$ cat src/rtl/bus_shift_reg_pkg.sv
package bus_shift_reg_pkg;
  localparam int unsigned MODE_W = 3;

  typedef enum logic [MODE_W-1:0] {
    OP_HOLD  = 3'd0,
    OP_LOAD  = 3'd1,
    OP_LSL   = 3'd2,
    OP_LSR   = 3'd3,
    OP_ASL   = 3'd4,
    OP_ASR   = 3'd5,
    OP_SPARE6 = 3'd6,
    OP_SPARE7 = 3'd7
  } op_e;
endpackage

$ cat src/rtl/bsr_rst_sync.sv
module bsr_rst_sync #(
  parameter int unsigned STAGES = 2
) (
  input  logic clk,
  input  logic rst_n,
  output logic rst_sync_n
);
  logic [STAGES-1:0] chain_q;

  always_ff @(posedge clk or negedge rst_n) begin
    if (!rst_n) chain_q <= '0;
    else        chain_q <= {chain_q[STAGES-2:0], 1'b1};
  end

  assign rst_sync_n = chain_q[STAGES-1];
endmodule

$ cat src/rtl/bsr_next.sv
module bsr_next
  import bus_shift_reg_pkg::*;
#(
  parameter int unsigned W = 8
) (
  input  logic [W-1:0]      cur_q,
  input  logic              cur_ovf,
  input  logic              clr_n,
  input  logic [MODE_W-1:0] mode,
  input  logic [W-1:0]      din,
  output logic [W-1:0]      nxt_q,
  output logic              nxt_ovf,
  output logic              upd_en
);
  localparam int unsigned MSB = W - 1;

  always_comb begin
    nxt_q   = cur_q;
    nxt_ovf = cur_ovf;
    upd_en  = 1'b0;
    if (!clr_n) begin
      nxt_q   = '0;
      nxt_ovf = 1'b0;
      upd_en  = 1'b1;
    end else begin
      unique case (op_e'(mode))
        OP_LOAD: begin
          nxt_q  = din;
          upd_en = 1'b1;
        end
        OP_LSL: begin
          nxt_q  = {cur_q[MSB-1:0], 1'b0};
          upd_en = 1'b1;
        end
        OP_LSR: begin
          nxt_q  = {1'b0, cur_q[MSB:1]};
          upd_en = 1'b1;
        end
        OP_ASL: begin
          nxt_q   = {cur_q[MSB-1:0], 1'b0};
          nxt_ovf = cur_ovf | (cur_q[MSB] ^ cur_q[MSB-1]);
          upd_en  = 1'b1;
        end
        OP_ASR: begin
          nxt_q  = {cur_q[MSB], cur_q[MSB:1]};
          upd_en = 1'b1;
        end
        default: begin
          upd_en = 1'b0;
        end
      endcase
    end
  end
endmodule

$ cat src/rtl/bsr_outgate.sv
module bsr_outgate #(
  parameter int unsigned W = 8
) (
  input  logic [W-1:0] q,
  input  logic         oe_n,
  output logic [W-1:0] bus_out,
  output logic         bus_en
);
  assign bus_en  = ~oe_n;
  assign bus_out = q & {W{bus_en}};
endmodule

$ cat src/rtl/bus_shift_reg.sv
module bus_shift_reg
  import bus_shift_reg_pkg::*;
#(
  parameter int unsigned W           = 8,
  parameter int unsigned SYNC_STAGES = 2
) (
  input  logic              clk,
  input  logic              rst_n,
  input  logic              clr_n,
  input  logic [MODE_W-1:0] mode,
  input  logic [W-1:0]      bus_in,
  input  logic              oe_n,
  output logic [W-1:0]      bus_out,
  output logic              bus_en,
  output logic              ovf
);
  logic         rst_sync_n;
  logic [W-1:0] q_r;
  logic [W-1:0] q_nxt;
  logic         ovf_r;
  logic         ovf_nxt;
  logic         upd_en;

  bsr_rst_sync #(.STAGES(SYNC_STAGES)) u_rst (
    .clk        (clk),
    .rst_n      (rst_n),
    .rst_sync_n (rst_sync_n)
  );

  bsr_next #(.W(W)) u_next (
    .cur_q   (q_r),
    .cur_ovf (ovf_r),
    .clr_n   (clr_n),
    .mode    (mode),
    .din     (bus_in),
    .nxt_q   (q_nxt),
    .nxt_ovf (ovf_nxt),
    .upd_en  (upd_en)
  );

  always_ff @(posedge clk or negedge rst_sync_n) begin
    if (!rst_sync_n) begin
      q_r   <= '0;
      ovf_r <= 1'b0;
    end else if (upd_en) begin
      q_r   <= q_nxt;
      ovf_r <= ovf_nxt;
    end
  end

  bsr_outgate #(.W(W)) u_gate (
    .q       (q_r),
    .oe_n    (oe_n),
    .bus_out (bus_out),
    .bus_en  (bus_en)
  );

  assign ovf = ovf_r;
endmodule

$ cat config.mk
export PLATFORM = sky130hd
export DESIGN_NAME = bus_shift_reg
export DESIGN_NICKNAME = d
export VERILOG_FILES = /design/src/rtl/bus_shift_reg_pkg.sv /design/src/rtl/bsr_rst_sync.sv /design/src/rtl/bsr_next.sv /design/src/rtl/bsr_outgate.sv /design/src/rtl/bus_shift_reg.sv
export SDC_FILE = /design/constraint.sdc
export NUM_CORES = 1
export LEC_CHECK = 0
export ABC_AREA = 1
export BUFFER_PORTS_ARGS = -buffer_cell sky130_fd_sc_hd__buf_2
export CORE_MARGIN = 2
export CORE_UTILIZATION = 43
export DETAILED_ROUTE_END_ITERATION = 7
export PLACE_DENSITY = 0.79
export SETUP_SLACK_MARGIN = 0.15
export SYNTH_ARGS = -nofsm -noshare
export SYNTH_HDL_FRONTEND = slang
export SYNTH_SLANG_ARGS = --single-unit
$ cat constraint.sdc
create_clock -name clk -period 0.8 [get_ports clk]
set_input_delay 0.04 -clock clk [delete_from_list [all_inputs] [get_ports clk]]
set_output_delay 0.04 -clock clk [all_outputs]
set_load 0.005 [all_outputs]
==> results of run 1 <==
sequential cells by signal, indices dropped and copies added, names as in the netlist:
register       flops
u_rst.chain_q      2
ovf                1
q_r                8
logic make-up after synthesis:
kind of cell / after synthesis / synth area share, %
AO/OA/AOI/OAI: 3 / 2.04
XOR/XNOR: 1 / 1.19
buffers and inverters: 18 / 10.7
flip-flops: 11 / 37.5
other: 1 / 0.511
AND/OR/NAND/NOR: 69 / 48.0
routing by layer:
layer,vias to the layer above,GRT usage (%)
li1,408,-
met1,367,28.5
met2,28,36.6
met3,5,2.40
met4,0,12.4
met5,-,0
worst max-delay path: stages (launching register included):
cell     delay [ns]
dfrtp_1        0.39
buf_6          0.12
inv_2          0.03
nor2_1         0.02
buf_2          0.12
final cells by class:
type / count / area share (%)
Multi-Input combinational cell: 74 / 42.6
Sequential cell: 11 / 24.1
Timing Repair Buffer: 39 / 23.6
Inverter: 15 / 5.60
Clock buffer: 4 / 2.31
Tap cell: 16 / 1.76
final timing paths:
| check | cells past startpoint | end | slack [ns] |
|---|---|---|---|
| max | 4 | bus_out[7] | -0.20 |
| min reg2reg | 0 | q_r[5] | 0.17 |
| max in group asynchronous | 0 | q_r[4] | 0.34 |
| min | 2 | u_rst.chain_q[1] | 0.07 |
| min in group clk | 5 | q_r[7] | 0.07 |
| max reg2reg | 4 | ovf | -0.16 |
stage by stage:
stage          utilization [%]  setup TNS [ns]  std cells  total power, mW  area (µm²)
3_5_place_dp              58.7           -1.23        144            0.973         916
2_1_floorplan                -        -0.00180        103            0.861         772
3_3_place_gp              58.7          -0.951        144            0.967         916
6_report                  73.1           -1.70        159             1.48        1140
5_1_grt                   73.1           -2.62        159             1.57        1140
4_1_cts                   72.5           -1.60        159             1.47        1130
cell usage in the layout (no fill, tap or decap):
cell / synthesis / routed
clkbuf_1: 1 / 1
a21oi_1: 2 / 2
dlygate4sd3_1: 0 / 1
inv_1: 14 / 11
clkbuf_4: 0 / 3
nor2_4: 1 / 1
nand3_2: 0 / 16
conb_1: 1 / 1
nor2_8: 1 / 1
nand4_1: 2 / 2
inv_6: 0 / 1
nand2_4: 2 / 3
nand3_1: 25 / 9
dfrtp_1: 11 / 11
nor2_1: 8 / 8
buf_2: 0 / 24
nand2_8: 1 / 2
buf_4: 1 / 5
inv_2: 1 / 2
inv_4: 0 / 1
buf_6: 1 / 9
nand2_1: 28 / 27
o21ai_2: 0 / 1
xor2_1: 1 / 1
repair_timing:
action	in CTS	in global routing
gates resized for setup	25	2
pin swaps	7	5
hold buffers	1	0
hold endpoints to repair	2	0
setup endpoints to repair	18	18
setup buffers	10	0
gates cloned	0	0
power by group:
group | switching (mW) | leakage (nW) | internal (mW)
clock | 0.188 | 0.0150 | 0.193
combinational | 0.253 | 0.469 | 0.216
sequential | 0.0364 | 0.144 | 0.595
==> metrics.txt, run 1 <==
Synth top area share between 30 and 40%; WL final a little under 2 mm; most numerous cell in the Yosys netlist nand2_1; Routed Antenna Nets 0; main flop type after synthesis dfrtp_1; Clock Skew between 0.003 and 0.004 ns; Hold WS 0.0657 ns; Seq/Total Area, Yosys 37.5%; wire per inst about 12 µm; die area around 2100 µm²; syn nets 118; starting DRC count in detailed routing 16; CTS H-tree lvls 1; CP endpoint kind primary output; Arrival @ worst endpoint ~0.96 ns; Crit Path Category reg2out; status complete, but fails checks; Seq. cell area ~280 µm²; Seq cells post-synth 11; Setup WS pre-CTS -0.161 ns; failing checks setup timing; gpl congestion roughly 0.85; leading area contributor after synthesis dfrtp_1; met3 WL 80 µm; clock tree buffer depth 2; Synth top cells by count 28 x nand2_1, 25 x nand3_1, 14 x inv_1; post-synthesis async set-or-reset flop share 100%; Post-synth EDFFs 0; post-synthesis cell area about 730 µm²; P&R area growth vs syn 55.2%; maxcap violations 0; Worst Slack Setup Final -0.198 ns; Top Metal Used met4; core footprint about 1600 µm²; first-pass GRT wire length 3.33 mm; row cnt 14; vias in the first global route 769; clock edge transition at the registers on the reported setup and hold paths around 0.070 ns; grt ovf 0; cells after synthesis slightly above 100; P_leak approximately 0.63 nW; Max Clk Rate 1.00 GHz; Vias/cell 5.08; Tmin final roughly 1 ns; area of the multi-input gates ~490 µm²; Starting Density between 40% and 50%; met1 wire length 857 µm; crit share post-route 125%; warning count from the yosys run 0; synth top area cells dfrtp_1 37%, nand3_1 17%, nand2_1 14%; worst setup path startpoint q_r[7]; Setup-failing EPs final 18; Vias between 800 and 900; Diodes inserted 0; # DRC 0; fin. max-slew vios 0; root buf cell clkbuf_4; WL met2 about 980 µm; Hold Crit Class in2async; CTS tree done; Netlist cell types 19; r2r startpoint q_r[7]; DRT Pass-1 Iters 4; worst-path fanout max 2; later-pin clock latency in the skew report about 0.27 ns; antenna violations before repair 0; dpl hpwl around 1.3 mm; RSZ-0062 raised after global routing yes; VDD IR max roughly 1000 µV; Power per Cell Area 1300 nW/µm²; fill count about 120; Die Y ~45 µm; syn_area_per_cell ~7 µm²; # clock sinks 11; IO Port Bufs 24; share of layout cells above drive strength 1 about 48%; final net count around 160; Crit path required time around 0.76 ns; pin count of the biggest net entering global routing 17; Final Hold Viols 0; Die X approximately 45 µm; Total Routing Usage GR 22.3%; TritonCTS buffer count 3; IO Pins 25; Startpoint Class register
(Power assumes the default switching activity.)
==> inputs of run 2 (changes only) <==
- CORE_UTILIZATION: 43 -> 46
- PLACE_DENSITY: 0.79 -> 0.8
- clock period: 0.8 -> 1 ns (I/O delays scaled with it)
==> metrics.txt, run 2 (synthesis gave the netlist of run 1 again) <==
status complete, but fails checks; failing checks setup timing; starting DRC count in detailed routing 33; Crit path required time ~0.95 ns; CTS tree done; RSZ-0062 raised after global routing yes; Worst Slack Setup Final -0.0417 ns; DRT Pass-1 Iters 4; maxcap violations 0; max FFs per register 8; Die X 44.0 µm; Startpoint Class register; VDD IR max 749 µV; Layout Utilization between 70 and 80%; Routed Antenna Nets 0; Hold WS approximately 0.081 ns; Max Clk Rate approximately 0.96 GHz; Tmin final 1.04 ns; Starting Density about half; clock edge transition at the registers on the reported setup and hold paths 0.07 ns; Crit Path Category reg2out; TritonCTS buffer count 3; clock tree buffer depth 2; most frequent cells in the layout 27 x nand2_1, 24 x buf_2, 13 x inv_1, 13 x nand3_2, 11 x nand3_1; Vias/cell approximately 5.5; Setup-failing EPs final 5; commonest non-fill, non-tap cell in the layout nand2_1; row cnt 14; WL final 2.61 mm; CP endpoint kind primary output; Hold Crit Class in2async; met1 wire length about 990 µm; Max stage delay on crit path roughly 0.42 ns; IO Pins 25; grt ovf 0; Power per Cell Area roughly 1100 nW/µm²; share of layout cells above drive strength 1 between 40% and 50%; Setup WS pre-CTS 0.00307 ns; die area slightly below 2000 µm²; Diodes inserted 0; slowest stage cell, crit path dfrtp_2; wire per inst 16.2 µm; Setup TNS Final -0.140 ns; P&R area growth vs syn 53.8%; crit share post-route 104%; # DRC 0; pin count of the biggest net entering global routing 17; Clock Skew 0.00728 ns; first-pass GRT wire length ~3.5 mm; worst-path fanout max 4; Reg2Reg Setup Slack -0.02 ns; P_leak between 0.6 and 0.7 nW; Die Y approximately 44 µm; gpl congestion between 0.8 and 0.9; final net count between 150 and 200; Top reg by flops q_r; Top Metal Used met4; fin. max-slew vios 0; IO Port Bufs 24; root buf cell clkbuf_4; core footprint 1510 µm²; Vias 886; # clock sinks 11; later-pin clock latency in the skew report 0.27 ns; CTS H-tree lvls 1; Total Routing Usage GR approximately 26%; R2R cell count 6; antenna violations before repair 0; Final Hold Viols 0; met3 WL 221 µm; Arrival @ worst endpoint 0.99 ns; dpl hpwl roughly 1.3 mm; vias in the first global route 760; CP Cell Sequence inv_2 > nor2_2 > buf_2; WL met2 1.29 mm
run 2: cell count changes in the layout (fill, tap and decap cells not counted), sizes merged:
cell | before | now
buf | 38 | 40
run 2: per-stage QoR:
step / instance area, µm² / instances / total power [mW]
CTS: 986 / 158 / 1.12
global route: 1130 / 161 / 1.28
floorplan: 734 / 103 / 0.675
global placement: 860 / 141 / 0.747
finish: 1130 / 161 / 1.21
detailed placement: 860 / 141 / 0.756
run 2: worst paths after layout:
kind	start	to
max in group asynchronous	u_rst.chain_q[1]	q_r[6]
worst max register to register	q_r[6]	q_r[7]
worst min-delay path	rst_n	u_rst.chain_q[0]
min in group clk	clr_n	q_r[7]
worst max-delay path	q_r[6]	bus_out[6]
worst min register to register	u_rst.chain_q[1]	q_r[4]
run 2: metal layers:
layer  global-route usage (%)  vias up
li1                         -      411
met1                     32.8      413
met2                     42.1       50
met3                     3.33       12
met4                     14.5        0
met5                        0        -
run 2: where the power goes:
| group | total (mW) | internal, mW | switching [mW] | leakage [nW] |
|---|---|---|---|---|
| Combinational | 0.398 | 0.181 | 0.217 | 0.474 |
| Sequential | 0.512 | 0.476 | 0.0359 | 0.143 |
| Clock | 0.299 | 0.154 | 0.145 | 0.0150 |
| Total | 1.21 | 0.812 | 0.397 | 0.631 |
run 2: final cells by class:
class,instances,area [µm²]
clock buffer,4,26.3
fill,92,377
inverter,15,56.3
multi-input combinational,74,470
sequential,11,277
tap,16,20.0
timing repair buffer,41,280
run 2: timing repair:
item,in CTS,in global routing
endpoints found under the setup margin,9,17
hold buffers,1,0
pin swaps,8,15
hold endpoints to repair,2,0
resized for setup,0,30
setup buffers,12,3
run 2: critical path, delay by kind of cell (launching register included):
family	cells	cell delay (ns)
buf+inv	2	0.19
flops	1	0.42
simple gates	1	0.12
==> inputs of run 3 (changes only) <==
- PLACE_DENSITY: 0.8 -> 0.74
- clock period: 1 -> 1.2 ns (I/O delays scaled with it)
==> metrics.txt, run 3 (synthesis gave the netlist of run 1 again) <==
status finished, final reports clean; DRT Pass-1 Iters 4; root buf cell clkbuf_4; CP endpoint kind primary output; Starting Density between 40 and 50%; Vias ~730; CTS tree done; starting DRC count in detailed routing 10; most frequent cells in the layout 28 x nand2_1, 25 x nand3_1, 24 x buf_2; vias in the first global route between 600 and 700; later-pin clock latency in the skew report ~0.26 ns; Layout Utilization 60.0%; fin cells about 150; Post-Layout Inst Area 903 µm²; clock edge transition at the registers on the reported setup and hold paths ~0.070 ns; pin count of the biggest net entering global routing 17; crit share post-route roughly four fifths; WL final around 1.7 mm; Clock Skew 0.00266 ns; # clock sinks 11; Setup-failing EPs final 0; Power per Cell Area around 970 nW/µm²; IO Pins 25; Vias/cell 4.93; dpl hpwl around 1.3 mm; IO Port Bufs 24; Total Routing Usage GR 19.0%; P_leak approximately 0.53 nW; Tmin final 0.975 ns; Final Hold Viols 0; Hold Crit Class in2reg; final net count around 150; max FFs per register 8; first-pass GRT wire length about 2.7 mm; gpl congestion 0.790; Hold WS roughly 0.087 ns; VDD IR max ~550 µV; core footprint 1510 µm²; commonest non-fill, non-tap cell in the layout nand2_1; TritonCTS buffer count 3; Setup TNS Final 0 ns; Die X between 40 and 50 µm; CTS H-tree lvls 1; share of layout cells above drive strength 1 between 20 and 30%; die area roughly 1900 µm²; Startpoint Class register; dpl cells 140; # DRC 0; clock tree buffer depth 2; Max Clk Rate ~1 GHz; RSZ-0062 raised after global routing no; Arrival @ worst endpoint ~0.91 ns; Die Y about 44 µm; Crit Path Category reg2out; Top reg by flops q_r; area post-placement 852 µm²; Crit path required time 1.14 ns; Diodes inserted 0; grt ovf 0; Routed Antenna Nets 0; Reg2Reg Setup Slack 0.27 ns; worst-path fanout max 3; P&R area growth vs syn 23.0%; fin. max-slew vios 0; # resized after CTS 0; maxcap violations 0; antenna violations before repair 0; row cnt 14; fill count roughly 150; wire per inst roughly 11 µm
run 3: worst paths after layout:
path | to | depth (start not counted) | from
max | bus_out[6] | 3 | q_r[6]
min | q_r[7] | 3 | clr_n
max reg2reg | ovf | 3 | q_r[7]
min reg2reg | ovf | 0 | u_rst.chain_q[1]
max in group asynchronous | q_r[2] | 0 | u_rst.chain_q[1]
min in group asynchronous | u_rst.chain_q[0] | 2 | rst_n
run 3: critical path: stages (launching register included):
cell and delay (ns):
dfrtp_1 0.41, inv_1 0.08, nor2_1 0.04, buf_2 0.12
run 3: per-layer routing:
metal  global-route usage [%]  up-vias  wire (µm)
met5                        0        -          0
met4                     11.5        0         21
met3                     1.67        4         67
met2                     29.1       14        781
met1                     25.9      327        779
li1                         -      380          -
run 3: area by class of cell:
type                       count  area (µm²)  area share, %
clock buffer                   4        26.3           2.91
inverter                      15        56.3           6.23
multi-input combinational     74         380           42.1
sequential                    11         275           30.5
tap                           16        20.0           2.22
timing repair buffer          27         145           16.1
run 3: power by group:
group / switching (mW) / internal, mW / total [mW]
Sequential: 0.0291 / 0.397 / 0.426
Combinational: 0.120 / 0.0849 / 0.205
Clock: 0.116 / 0.128 / 0.244
Total: 0.265 / 0.610 / 0.875
run 3: what timing repair did:
item | in CTS | in global routing
setup endpoints to repair | 0 | 2
hold endpoints to repair | 2 | 0
buffers inserted | 0 | 2
hold buffers | 1 | 0
run 3: metrics by stage:
stage	setup WS, ns	total power, mW
final	0.225	0.875
after global routing	0.157	0.933
after CTS	0.202	0.876
after detailed placement	0.232	0.626
after global placement	0.264	0.622
after floorplan	0.378	0.563
